`src/rtl/wbuf_pkg.sv`:
```
package wbuf_pkg;
    parameter int ADDR_W = 32;
    parameter int DATA_W = 32;
    parameter int PC_W   = 32;
    localparam int BE_W  = DATA_W / 8;

    typedef struct packed {
        logic [ADDR_W-1:0] addr;
        logic [DATA_W-1:0] data;
        logic [BE_W-1:0]   be;
    } wb_entry_t;

    function automatic int ptr_bits(input int depth);
        return (depth > 1) ? $clog2(depth) : 1;
    endfunction
endpackage

```
`src/rtl/wbuf_store.sv`:
```
module wbuf_store
    import wbuf_pkg::*;
#(
    parameter int DEPTH = 2
) (
    input  logic      clk,
    input  logic      rst,
    input  logic      push,
    input  wb_entry_t push_ent,
    input  logic      pop,
    input  logic      flush,
    output wb_entry_t head,
    output logic      empty,
    output logic      full
);
    localparam int PW = ptr_bits(DEPTH);
    localparam int CW = $clog2(DEPTH + 1);

    wb_entry_t      slot [DEPTH];
    logic [PW-1:0]  rd_ptr;
    logic [PW-1:0]  wr_ptr;
    logic [CW-1:0]  cnt;
    logic           do_push;
    logic           do_pop;

    function automatic logic [PW-1:0] step(input logic [PW-1:0] p);
        return (p == PW'(DEPTH - 1)) ? '0 : p + PW'(1);
    endfunction

    assign do_push = push && !flush;
    assign do_pop  = pop && !flush;

    generate
        for (genvar g = 0; g < DEPTH; g++) begin : g_slot
            always_ff @(posedge clk) begin
                if (do_push && wr_ptr == PW'(g)) begin
                    slot[g] <= push_ent;
                end
            end
        end
    endgenerate

    always_ff @(posedge clk) begin
        if (rst || flush) begin
            rd_ptr <= '0;
            wr_ptr <= '0;
            cnt    <= '0;
        end else begin
            if (do_push) wr_ptr <= step(wr_ptr);
            if (do_pop)  rd_ptr <= step(rd_ptr);
            cnt <= cnt + CW'(do_push) - CW'(do_pop);
        end
    end

    assign head  = slot[rd_ptr];
    assign empty = (cnt == '0);
    assign full  = (cnt == CW'(DEPTH));
endmodule

```
`src/rtl/wbuf_port.sv`:
```
module wbuf_port
    import wbuf_pkg::*;
(
    input  logic              clk,
    input  logic              rst,
    input  logic              empty,
    input  wb_entry_t         head,
    input  logic              mem_ack,
    input  logic              mem_err,
    input  logic [PC_W-1:0]   cur_pc,
    output logic              mem_req,
    output logic [ADDR_W-1:0] mem_addr,
    output logic [DATA_W-1:0] mem_data,
    output logic [BE_W-1:0]   mem_be,
    output logic              pop,
    output logic              flush,
    output logic              fault_valid,
    output logic [PC_W-1:0]   fault_pc,
    output logic [ADDR_W-1:0] fault_addr
);
    logic done;

    assign mem_req  = !empty;
    assign mem_addr = head.addr;
    assign mem_data = head.data;
    assign mem_be   = head.be;

    assign done  = mem_req && mem_ack;
    assign pop   = done && !mem_err;
    assign flush = done && mem_err;

    always_ff @(posedge clk) begin
        if (rst) begin
            fault_valid <= 1'b0;
            fault_pc    <= '0;
            fault_addr  <= '0;
        end else begin
            fault_valid <= flush;
            if (flush) begin
                fault_pc   <= cur_pc;
                fault_addr <= head.addr;
            end
        end
    end
endmodule

```
`src/rtl/wbuf_sync.sv`:
```
module wbuf_sync (
    input  logic sync_req,
    input  logic empty,
    input  logic st_valid,
    output logic sync_stall
);
    // a store in the same cycle is older than the barrier
    assign sync_stall = sync_req && (!empty || st_valid);
endmodule

```
`src/rtl/wr_post_buf.sv`:
```
module wr_post_buf
    import wbuf_pkg::*;
#(
    parameter int DEPTH = 2
) (
    input  logic              clk,
    input  logic              rst,
    input  logic              st_valid,
    output logic              st_ready,
    input  logic [ADDR_W-1:0] st_addr,
    input  logic [DATA_W-1:0] st_data,
    input  logic [BE_W-1:0]   st_be,
    output logic              mem_req,
    output logic [ADDR_W-1:0] mem_addr,
    output logic [DATA_W-1:0] mem_data,
    output logic [BE_W-1:0]   mem_be,
    input  logic              mem_ack,
    input  logic              mem_err,
    input  logic [PC_W-1:0]   cur_pc,
    output logic              fault_valid,
    output logic [PC_W-1:0]   fault_pc,
    output logic [ADDR_W-1:0] fault_addr,
    input  logic              sync_req,
    output logic              sync_stall,
    output logic              buf_empty
);
    wb_entry_t in_ent;
    wb_entry_t head;
    logic      empty;
    logic      full;
    logic      pop;
    logic      flush;

    assign in_ent = '{addr: st_addr, data: st_data, be: st_be};
    assign st_ready  = !full;
    assign buf_empty = empty;

    wbuf_store #(.DEPTH(DEPTH)) u_store (
        .clk      (clk),
        .rst      (rst),
        .push     (st_valid && !full),
        .push_ent (in_ent),
        .pop      (pop),
        .flush    (flush),
        .head     (head),
        .empty    (empty),
        .full     (full)
    );

    wbuf_port u_port (
        .clk         (clk),
        .rst         (rst),
        .empty       (empty),
        .head        (head),
        .mem_ack     (mem_ack),
        .mem_err     (mem_err),
        .cur_pc      (cur_pc),
        .mem_req     (mem_req),
        .mem_addr    (mem_addr),
        .mem_data    (mem_data),
        .mem_be      (mem_be),
        .pop         (pop),
        .flush       (flush),
        .fault_valid (fault_valid),
        .fault_pc    (fault_pc),
        .fault_addr  (fault_addr)
    );

    wbuf_sync u_sync (
        .sync_req   (sync_req),
        .empty      (empty),
        .st_valid   (st_valid),
        .sync_stall (sync_stall)
    );
endmodule

```
`config.mk`:
```
export PLATFORM = sky130hd
export DESIGN_NAME = wr_post_buf
export DESIGN_NICKNAME = d
export VERILOG_FILES = /design/src/rtl/wbuf_pkg.sv /design/src/rtl/wbuf_store.sv /design/src/rtl/wbuf_port.sv /design/src/rtl/wbuf_sync.sv /design/src/rtl/wr_post_buf.sv
export SDC_FILE = /design/constraint.sdc
export NUM_CORES = 1
export LEC_CHECK = 0
export BUFFER_PORTS_ARGS = -buffer_cell sky130_fd_sc_hd__buf_2
export CAP_MARGIN = 15
export CORE_MARGIN = 8
export CORE_UTILIZATION = 40
export CTS_CLUSTER_DIAMETER = 30
export DETAILED_ROUTE_END_ITERATION = 7
export PLACE_DENSITY = 0.66
export SLEW_MARGIN = 20
export SYNTH_ARGS = -nofsm -noshare
export SYNTH_HDL_FRONTEND = slang
export SYNTH_SLANG_ARGS = --single-unit
```
`constraint.sdc`:
```
create_clock -name clk -period 5.8 [get_ports clk]
set_input_delay 0.58 -clock clk [delete_from_list [all_inputs] [get_ports clk]]
set_output_delay 0.58 -clock clk [all_outputs]
set_load 0.1 [all_outputs]
```
* After elaboration in Yosys (flattened, before gate mapping)
Memory sizes are Yosys's and may differ from the RTL's. A register that Yosys moved wholly into a read port is not among the register bits.
Cells that the tools add are included.
** Operators by class
- Add/subtract/negate cells :: 4
- Eq/ne operators :: 1
- Mux-type cells :: 11
- Bitwise operators :: 1
- Reductions and logical operators :: 17
** Operators with widths (number)
- $mux 68 :: 1
- $reduce_or 68->1 :: 1
- $mux 1 :: 10
- $logic_and 1x1->1 :: 9
- $logic_not 1->1 :: 4
- $add 1x1->1 const B :: 2
- $add 2x1->2 :: 1
- $eq 2x2->1 const B :: 1
- $logic_not 2->1 :: 1
- $logic_or 1x1->1 :: 2
- $sub 2x1->2 :: 1
- $not 1->1 :: 1
** Word-level totals
- Register bits after elaboration :: 69
- RAM bits :: 136
- Input port bits :: 106
- Output and inout port bits :: 137
- Memories :: 1
** Memory list
- u_store.slot :: depth 2, width 68, read ports 1, clocked after Yosys merged registers in 1, wr ports 1, RTL line wbuf_store.sv:19 : wb_entry_t slot [DEPTH];

* Logic depth before layout (Yosys ltp)
Gate-level depths: netlist of the first run.
- Depth in word-level cells :: 11
- Depth in mapped cells :: 6
- Depth with buffers taken out :: 6

* Hierarchy
From an unflattened synthesis of the first run, not the netlist that was laid out.
** Unflattened totals
- Cell total of the unflattened synthesis :: 590
- Area total of the unflattened synthesis :: 8644.5 µm²
** By module, submodules not included
- wbuf_store :: instances 1, cells each 235, area each 5220.0 µm², seq. area each 4184.0 µm²
- wbuf_port :: instances 1, cells each 351, area each 3403.3 µm², seq. area each 1301.2 µm²
- wbuf_sync :: instances 1, cells each 2, area each 11.3 µm², seq. area each 0.0 µm²
- wr_post_buf :: instances 1, cells each 2, area each 10.0 µm², seq. area each 0.0 µm²

* Worst setup path after synthesis of the first run
OpenSTA, ideal clock, no wires.
- Path kind :: flip-flop to flip-flop
- Start :: reg u_store.cnt[0]
- End :: mem u_store.slot[0][0] (netlist bit) (enable)
- Library setup time :: 503 ps
- Arrival time :: 4636 ps
- Required time :: 5297 ps
- Path slack :: 662 ps
- Stages on the path, launching flop included :: 5
- Clock period less this slack :: 5138 ps
- Path through :: dfxtp_1 and2b_2 inv_1 and3_1 nor2b_1
** RTL lines
- from (decl) :: RTL line wbuf_store.sv:22 : logic [CW-1:0] cnt;
- from (signal assigned) :: RTL line wbuf_store.sv:51 : cnt <= cnt + CW'(do_push) - CW'(do_pop);
- $eq 2x2->1 * :: RTL line wbuf_store.sv:57 : assign full = (cnt == CW'(DEPTH));
- $logic_not 1->1 *
- via st_ready :: RTL line wr_post_buf.sv:9 : output logic st_ready,
- $logic_and 1x1->1 * :: RTL line wr_post_buf.sv:41 : .push (st_valid && !full),
- $logic_and 1x1->1 * :: RTL line wbuf_store.sv:30 : assign do_push = push && !flush;
- $logic_and 1x1->1 :: RTL line wbuf_store.sv:36 : if (do_push && wr_ptr == PW'(g)) begin
- $mux 1 :: RTL line wbuf_store.sv:36
- $mux 1 (implied by the code) :: RTL line wbuf_store.sv:37 : slot[g] <= push_ent;
- $reduce_or 68->1 (no line)
- $mux 1 (no line)
- to (decl) :: RTL line wbuf_store.sv:19
The timed path passes the listed nets; every way through them passes the cells marked *.

==> results of run 1 <==
==> cells in the final DEF, fill, tap and decap left out, types with 2 or more instances in the layout <==
cell type	instances
buf_2	242
edfxtp_1	136
dfxtp_1	69
mux2_2	68
a22o_2	60
clkbuf_16	41
inv_6	6
clkinvlp_4	6
bufinv_16	5
a22o_1	4
clkinv_2	4
clkbuf_1	4
clkinv_1	4
nor2_1	3
inv_1	3
clkinv_4	3
buf_4	3
and3_1	2
nor3_1	2
==> cells by family (layout without fill, tap and decap cells) <==
logic type                 after synthesis  count (layout)  share of synthesized area, %
adders and majority gates                1               1                         0.172
AOI/OAI and AO/OA                       72              72                          9.68
DFF                                    206             206                          75.5
buffers and inverters                   25             324                          2.39
xor gates and xnor gates                 2               2                         0.241
and+or+nand+nor                         17              17                          1.45
muxes                                   68              68                          10.5
==> final timing paths <==
check | cells after the start | end | startpoint | slack, ns
max | 2 | mem_addr[1] | flop | 2.95
min | 1 | u_store.slot[1][30]$_DFFE_PP_ | st_data[26] | 0.26
max reg2reg | 6 | u_store.slot[0][10]$_DFFE_PP_ | u_store.cnt[0]$_SDFF_PP0_ | 3.21
min reg2reg | 1 | u_port.fault_addr[29]$_SDFFE_PP0P_ | u_port.fault_addr[29]$_SDFFE_PP0P_ | 0.47
==> cells in the mapped netlist, types with 2 or more instances <==
| library cell | instances |
|---|---|
| a22o_1 | 4 |
| a22o_2 | 60 |
| and3_1 | 2 |
| buf_2 | 12 |
| buf_6 | 6 |
| clkbuf_8 | 2 |
| dfxtp_1 | 70 |
| edfxtp_1 | 136 |
| inv_1 | 3 |
| mux2_2 | 68 |
| nor2_1 | 3 |
| nor3_1 | 2 |
==> layer usage <==
layer  routed length, um  up-vias  GRT usage [%]
met4                 527        2           7.13
met5                  11        -              0
met3                1280       40           5.11
li1                    -     2088              -
met2                9320      163           25.6
met1                6330     2185           15.7
==> state kept, by name, summed over array words and instances, names as in the netlist, named ones only <==
register            flops
u_store.slot          136
u_port.fault_addr      32
u_port.fault_pc        32
u_store.cnt             2
u_port.fault_valid      1
u_store.rd_ptr          1
u_store.wr_ptr          1
==> area by class of cell <==
type / instances / share of cell area (%)
inverters: 4 / 0.150
repair buffers: 246 / 12.6
clock buffers: 45 / 10.4
clock inverters: 29 / 3.19
multi-input cells: 160 / 16.1
well taps: 229 / 2.86
flip-flops and latches: 206 / 54.7
==> metrics by stage <==
stage / util [%] / setup slack [ns]
detailed placement: 48.3 / 2.85
floorplan: - / 0.662
finish: 56.0 / 2.95
global placement: 48.3 / 2.91
CTS: 55.9 / 2.84
global route: 56.0 / 2.83
==> where the power goes <==
part	internal [mW]	switching (mW)	leakage, nW
sequential	1.74	0.0921	1.84
clock	1.53	0.744	0.649
combinational	0.305	1.42	1.67
total	3.58	2.25	4.15
==> results.json, run 1 <==
{
  "place_congestion": 0.817,
  "synth_top_area_share_pct": 56.2,
  "clock_skew_ns": 0.0197,
  "cpLargestDelayFamily": "flip-flops",
  "synth_cell_types": 35,
  "wl_per_cell_um": 19.0,
  "cts_tree": "yes",
  "antenna_found_initial": 1,
  "coreArea_um2": 17900,
  "diodes": 0,
  "slew_viol_final": 0,
  "numCtsBuffers": 40,
  "register_area_um2": 5490,
  "synth_seq_cells": 206,
  "instances_no_fill": 919,
  "postSynthAreaPerCell_um2": 18.6,
  "syn-num-nets": 498,
  "slew_headroom_pct": 34.8,
  "path_cells": "mux2_2 > buf_2",
  "vias": 4478,
  "period_share_pct": 49.2,
  "dpl_cell_area_um2": 8640,
  "nNetsFinal": 765,
  "critical_path.max_fanout": 68,
  "crit_buf_inv": 1,
  "numPortBuffers": 242,
  "drcViolationCount": 0,
  "dp_cells": 844,
  "slowest_delay_ns": 0.95,
  "p_leak_nw": 4.15,
  "crit_path_end_kind": "output port",
  "finalSetupViolCount": 0,
  "clk_pin_slew_ns": 0.05,
  "yosysTopAreaCell": "edfxtp_1",
  "synthArstFlopShare_pct": 0,
  "track_usage_pct": 14.7,
  "crit_arrival_ns": 2.27,
  "min_path_type": "in2reg",
  "synth_area_um2": 7260,
  "post_cts_buffers": 0,
  "vias_per_cell": 4.87,
  "fmax_mhz": 351,
  "rsz0062_at_grt": "no",
  "drt_iter0_drc": 235,
  "yosysWarnings": 0,
  "routed_wl_um": 17500,
  "fin_crit_ns": 2.85,
  "multi_input_area_um2": 1620,
  "report.final.hold_viol_count": 0,
  "cts.sink_count": 206,
  "hpwlAfterDp_um": 11800,
  "ctsResizeCount": 0,
  "run_status": "completed",
  "whs_ns": 0.262,
  "synth_top_flop_cell": "edfxtp_1",
  "synth-seq-area-share_pct": 75.5,
  "required_ns": 5.22,
  "grt_pass1_wl_um": 26400,
  "cts_root_buf": "clkbuf_16",
  "max-cap-violations": 0,
  "vdd_drop_max_uv": 320,
  "final_layout_size_suffix_gt1_share_pct": 64.9,
  "worstMarginPinSlew_ns": 0.977,
  "die_w_um": 151,
  "synth_edf_count": 136,
  "final_area_um2": 10000,
  "cpMaxStageDelayCell": "dfxtp_4",
  "powerDensity_nw_per_um2": 581,
  "die-height_um": 151,
  "gr-total-overflow": 0,
  "fillCellCount": 1401,
  "synth_area_leaders": "edfxtp_1, dfxtp_1, mux2_2",
  "netlist_instances": 391,
  "die-area_um2": 22700,
  "total_power_mw": 5.83,
  "grt_pass1_vias": 4966,
  "crit_type": "reg2out",
  "first_pass_iters": 4,
  "clockBufferDepth": 3,
  "start_kind": "flop",
  "num_rows": 49,
  "pin_count": 243,
  "h-tree-depth": 2,
  "clock_latency_ns": 0.50,
  "area_growth_pct": 38.1,
  "drtAntennaViolNets": 0,
  "setup_tns_ns": 0,
  "hold_buffers": 0,
  "grt_max_degree": 69,
  "start_util_pct": 40.6
}
Note: power is estimated with default switching activity, not from simulation.
==> run 2, diff against run 1 <==
--- a/config.mk
+++ b/config.mk
@@ -11,7 +11,7 @@
 export CORE_UTILIZATION = 40
 export CTS_CLUSTER_DIAMETER = 30
 export DETAILED_ROUTE_END_ITERATION = 7
-export PLACE_DENSITY = 0.66
+export PLACE_DENSITY = 0.68
 export SLEW_MARGIN = 20
 export SYNTH_ARGS = -nofsm -noshare
 export SYNTH_HDL_FRONTEND = slang
==> constraint.sdc (replaced) <==
create_clock -name clk -period 2.4 [get_ports clk]
set_input_delay 0.24 -clock clk [delete_from_list [all_inputs] [get_ports clk]]
set_output_delay 0.24 -clock clk [all_outputs]
set_load 0.1 [all_outputs]
==> results.json, run 2 (same netlist as run 1, synthesis figures left out) <==
{
  "largestRegisters": "u_store.slot (136), u_port.fault_addr (32), u_port.fault_pc (32)",
  "p_int_mw": 8.90,
  "r2r-end": "u_store.slot[0][14]$_DFFE_PP_",
  "period_share_pct": 92.6,
  "finalSetupViolCount": 0,
  "required_ns": 2.16,
  "hold_end": "u_store.wr_ptr$_SDFFE_PP0P_",
  "hpwlAfterDp_um": 12000,
  "cts_root_buf": "clkbuf_16",
  "clockBufferDepth": 3,
  "power_frac_seq_pct": 30.4,
  "r2r_slack_ns": 0.54,
  "area_growth_pct": 53.4,
  "crit_type": "reg2out",
  "vias_per_cell": 4.82,
  "holdPathStages": 3,
  "max-cap-violations": 0,
  "crit_path_end_kind": "output port",
  "wl_per_cell_um": 18.9,
  "drtAntennaViolNets": 0,
  "final_layout_size_suffix_gt1_share_pct": 57.2,
  "track_usage_pct": 16.2,
  "grt_pass1_vias": 5539,
  "p_comb_share_pct": 31.0,
  "grt_max_degree": 69,
  "fin_util_pct": 62.2,
  "crit_arrival_ns": 1.98,
  "r2r_start": "u_store.cnt[0]$_SDFF_PP0_",
  "rsz0062_at_grt": "no",
  "start_util_pct": 40.6,
  "critical_path.max_fanout": 16,
  "place_congestion": 0.729,
  "worstMarginPinSlew_ns": 0.540,
  "routed_wl_um": 19400,
  "final_cell_mix": "buf_2, edfxtp_1, dlygate4sd3_1, mux2_2, dfxtp_1",
  "grt_pass1_wl_um": 29000,
  "clock_latency_ns": 0.51,
  "die-height_um": 151,
  "hp-start": "st_valid",
  "switching_share_pct": 38.1,
  "drt_iter0_drc": 156,
  "fmax_mhz": 450,
  "numPortBuffers": 242,
  "reg2reg_depth": 5,
  "slew_headroom_pct": 64.2,
  "min_path_type": "in2reg",
  "powerDensity_nw_per_um2": 1290,
  "regMostFlops": "u_store.slot",
  "numCtsBuffers": 40,
  "fin_crit_ns": 2.22,
  "vias": 4940,
  "slew_viol_final": 0,
  "drcViolationCount": 0,
  "p_switching_mw": 5.48,
  "report.final.hold_viol_count": 0,
  "final_common_cell": "buf_2",
  "whs_ns": 0.157,
  "h-tree-depth": 2,
  "gr-total-overflow": 0,
  "pin_count": 243,
  "first_pass_iters": 4,
  "die-area_um2": 22700,
  "antenna_found_initial": 1,
  "vdd_drop_max_uv": 822,
  "clock_skew_ns": 0.0120,
  "num_rows": 49,
  "die_w_um": 151,
  "cts.sink_count": 206,
  "clk_pin_slew_ns": 0.05,
  "coreArea_um2": 17900,
  "nNetsFinal": 869,
  "largest_reg_flops": 136,
  "cts_tree": "yes",
  "p_leak_nw": 4.63,
  "clockPowerShare_pct": 38.7,
  "start_kind": "flop",
  "run_status": "completed",
  "setup_tns_ns": 0
}
[run 2: worst max path at each step]
stage	start	to	slack (ns)	cells past startpoint
after floorplan	u_store.cnt[0]$_SDFF_PP0_	u_store.slot[0][0]$_DFFE_PP_	-0.31	4
after global placement	u_store.cnt[0]$_SDFF_PP0_	u_store.slot[0][14]$_DFFE_PP_	0.57	5
after detailed placement	u_store.cnt[0]$_SDFF_PP0_	u_store.slot[0][24]$_DFFE_PP_	0.54	5
after CTS	flop	mem_addr[25]	0.05	3
after global routing	flop	mem_addr[19]	0.09	3
final	flop	mem_addr[19]	0.18	3
[run 2: area by class of cell]
type,instances,area [um2]
Tap cell,229,287
Inverter,4,18.8
Timing Repair Buffer,350,2340
Clock buffer,47,1060
Fill cell,1323,6760
Clock inverter,27,322
Antenna cell,1,2.50
Sequential cell,206,5490
Multi-Input combinational cell,160,1630
[run 2: timing repair]
item,CTS,global route
resized for setup,0,0
setup endpoints to repair,0,9
hold buffers,100,0
endpoints found under the hold margin,168,0
buffers inserted,0,1
[run 2: stage by stage]
stage / instances / setup slack, ns / power [mW] / area, um2
after floorplan: 391 / -0.308 / 8.01 / 7280
after global placement: 848 / 0.573 / 8.68 / 8750
after detailed placement: 848 / 0.544 / 8.74 / 8750
after CTS: 1022 / 0.0528 / 14.5 / 11100
after global routing: 1024 / 0.0874 / 14.8 / 11100
final: 1024 / 0.178 / 14.4 / 11100
[run 2: power by group through the flow]
stage	Sequential, mW	Clock [mW]	Combinational, mW
6_report	4.37	5.56	4.45
5_1_grt	4.40	5.82	4.59
4_1_cts	4.38	5.65	4.45
3_5_place_dp	4.44	0	4.31
3_3_place_gp	4.42	0	4.27
2_1_floorplan	4.98	0	3.03
[run 2: per-layer routing]
layer	track usage, %	routed length, um	up-vias
li1	-	-	2295
met1	16.5	6870	2449
met2	30.3	10800	160
met3	4.63	1290	36
met4	6.68	433	0
met5	0	0	-
[run 2: critical path, cell delays in order, from the launching register on]
cell     delay, ns
dfxtp_4       0.48
buf_4         0.30
mux2_2        0.39
buf_2         0.30
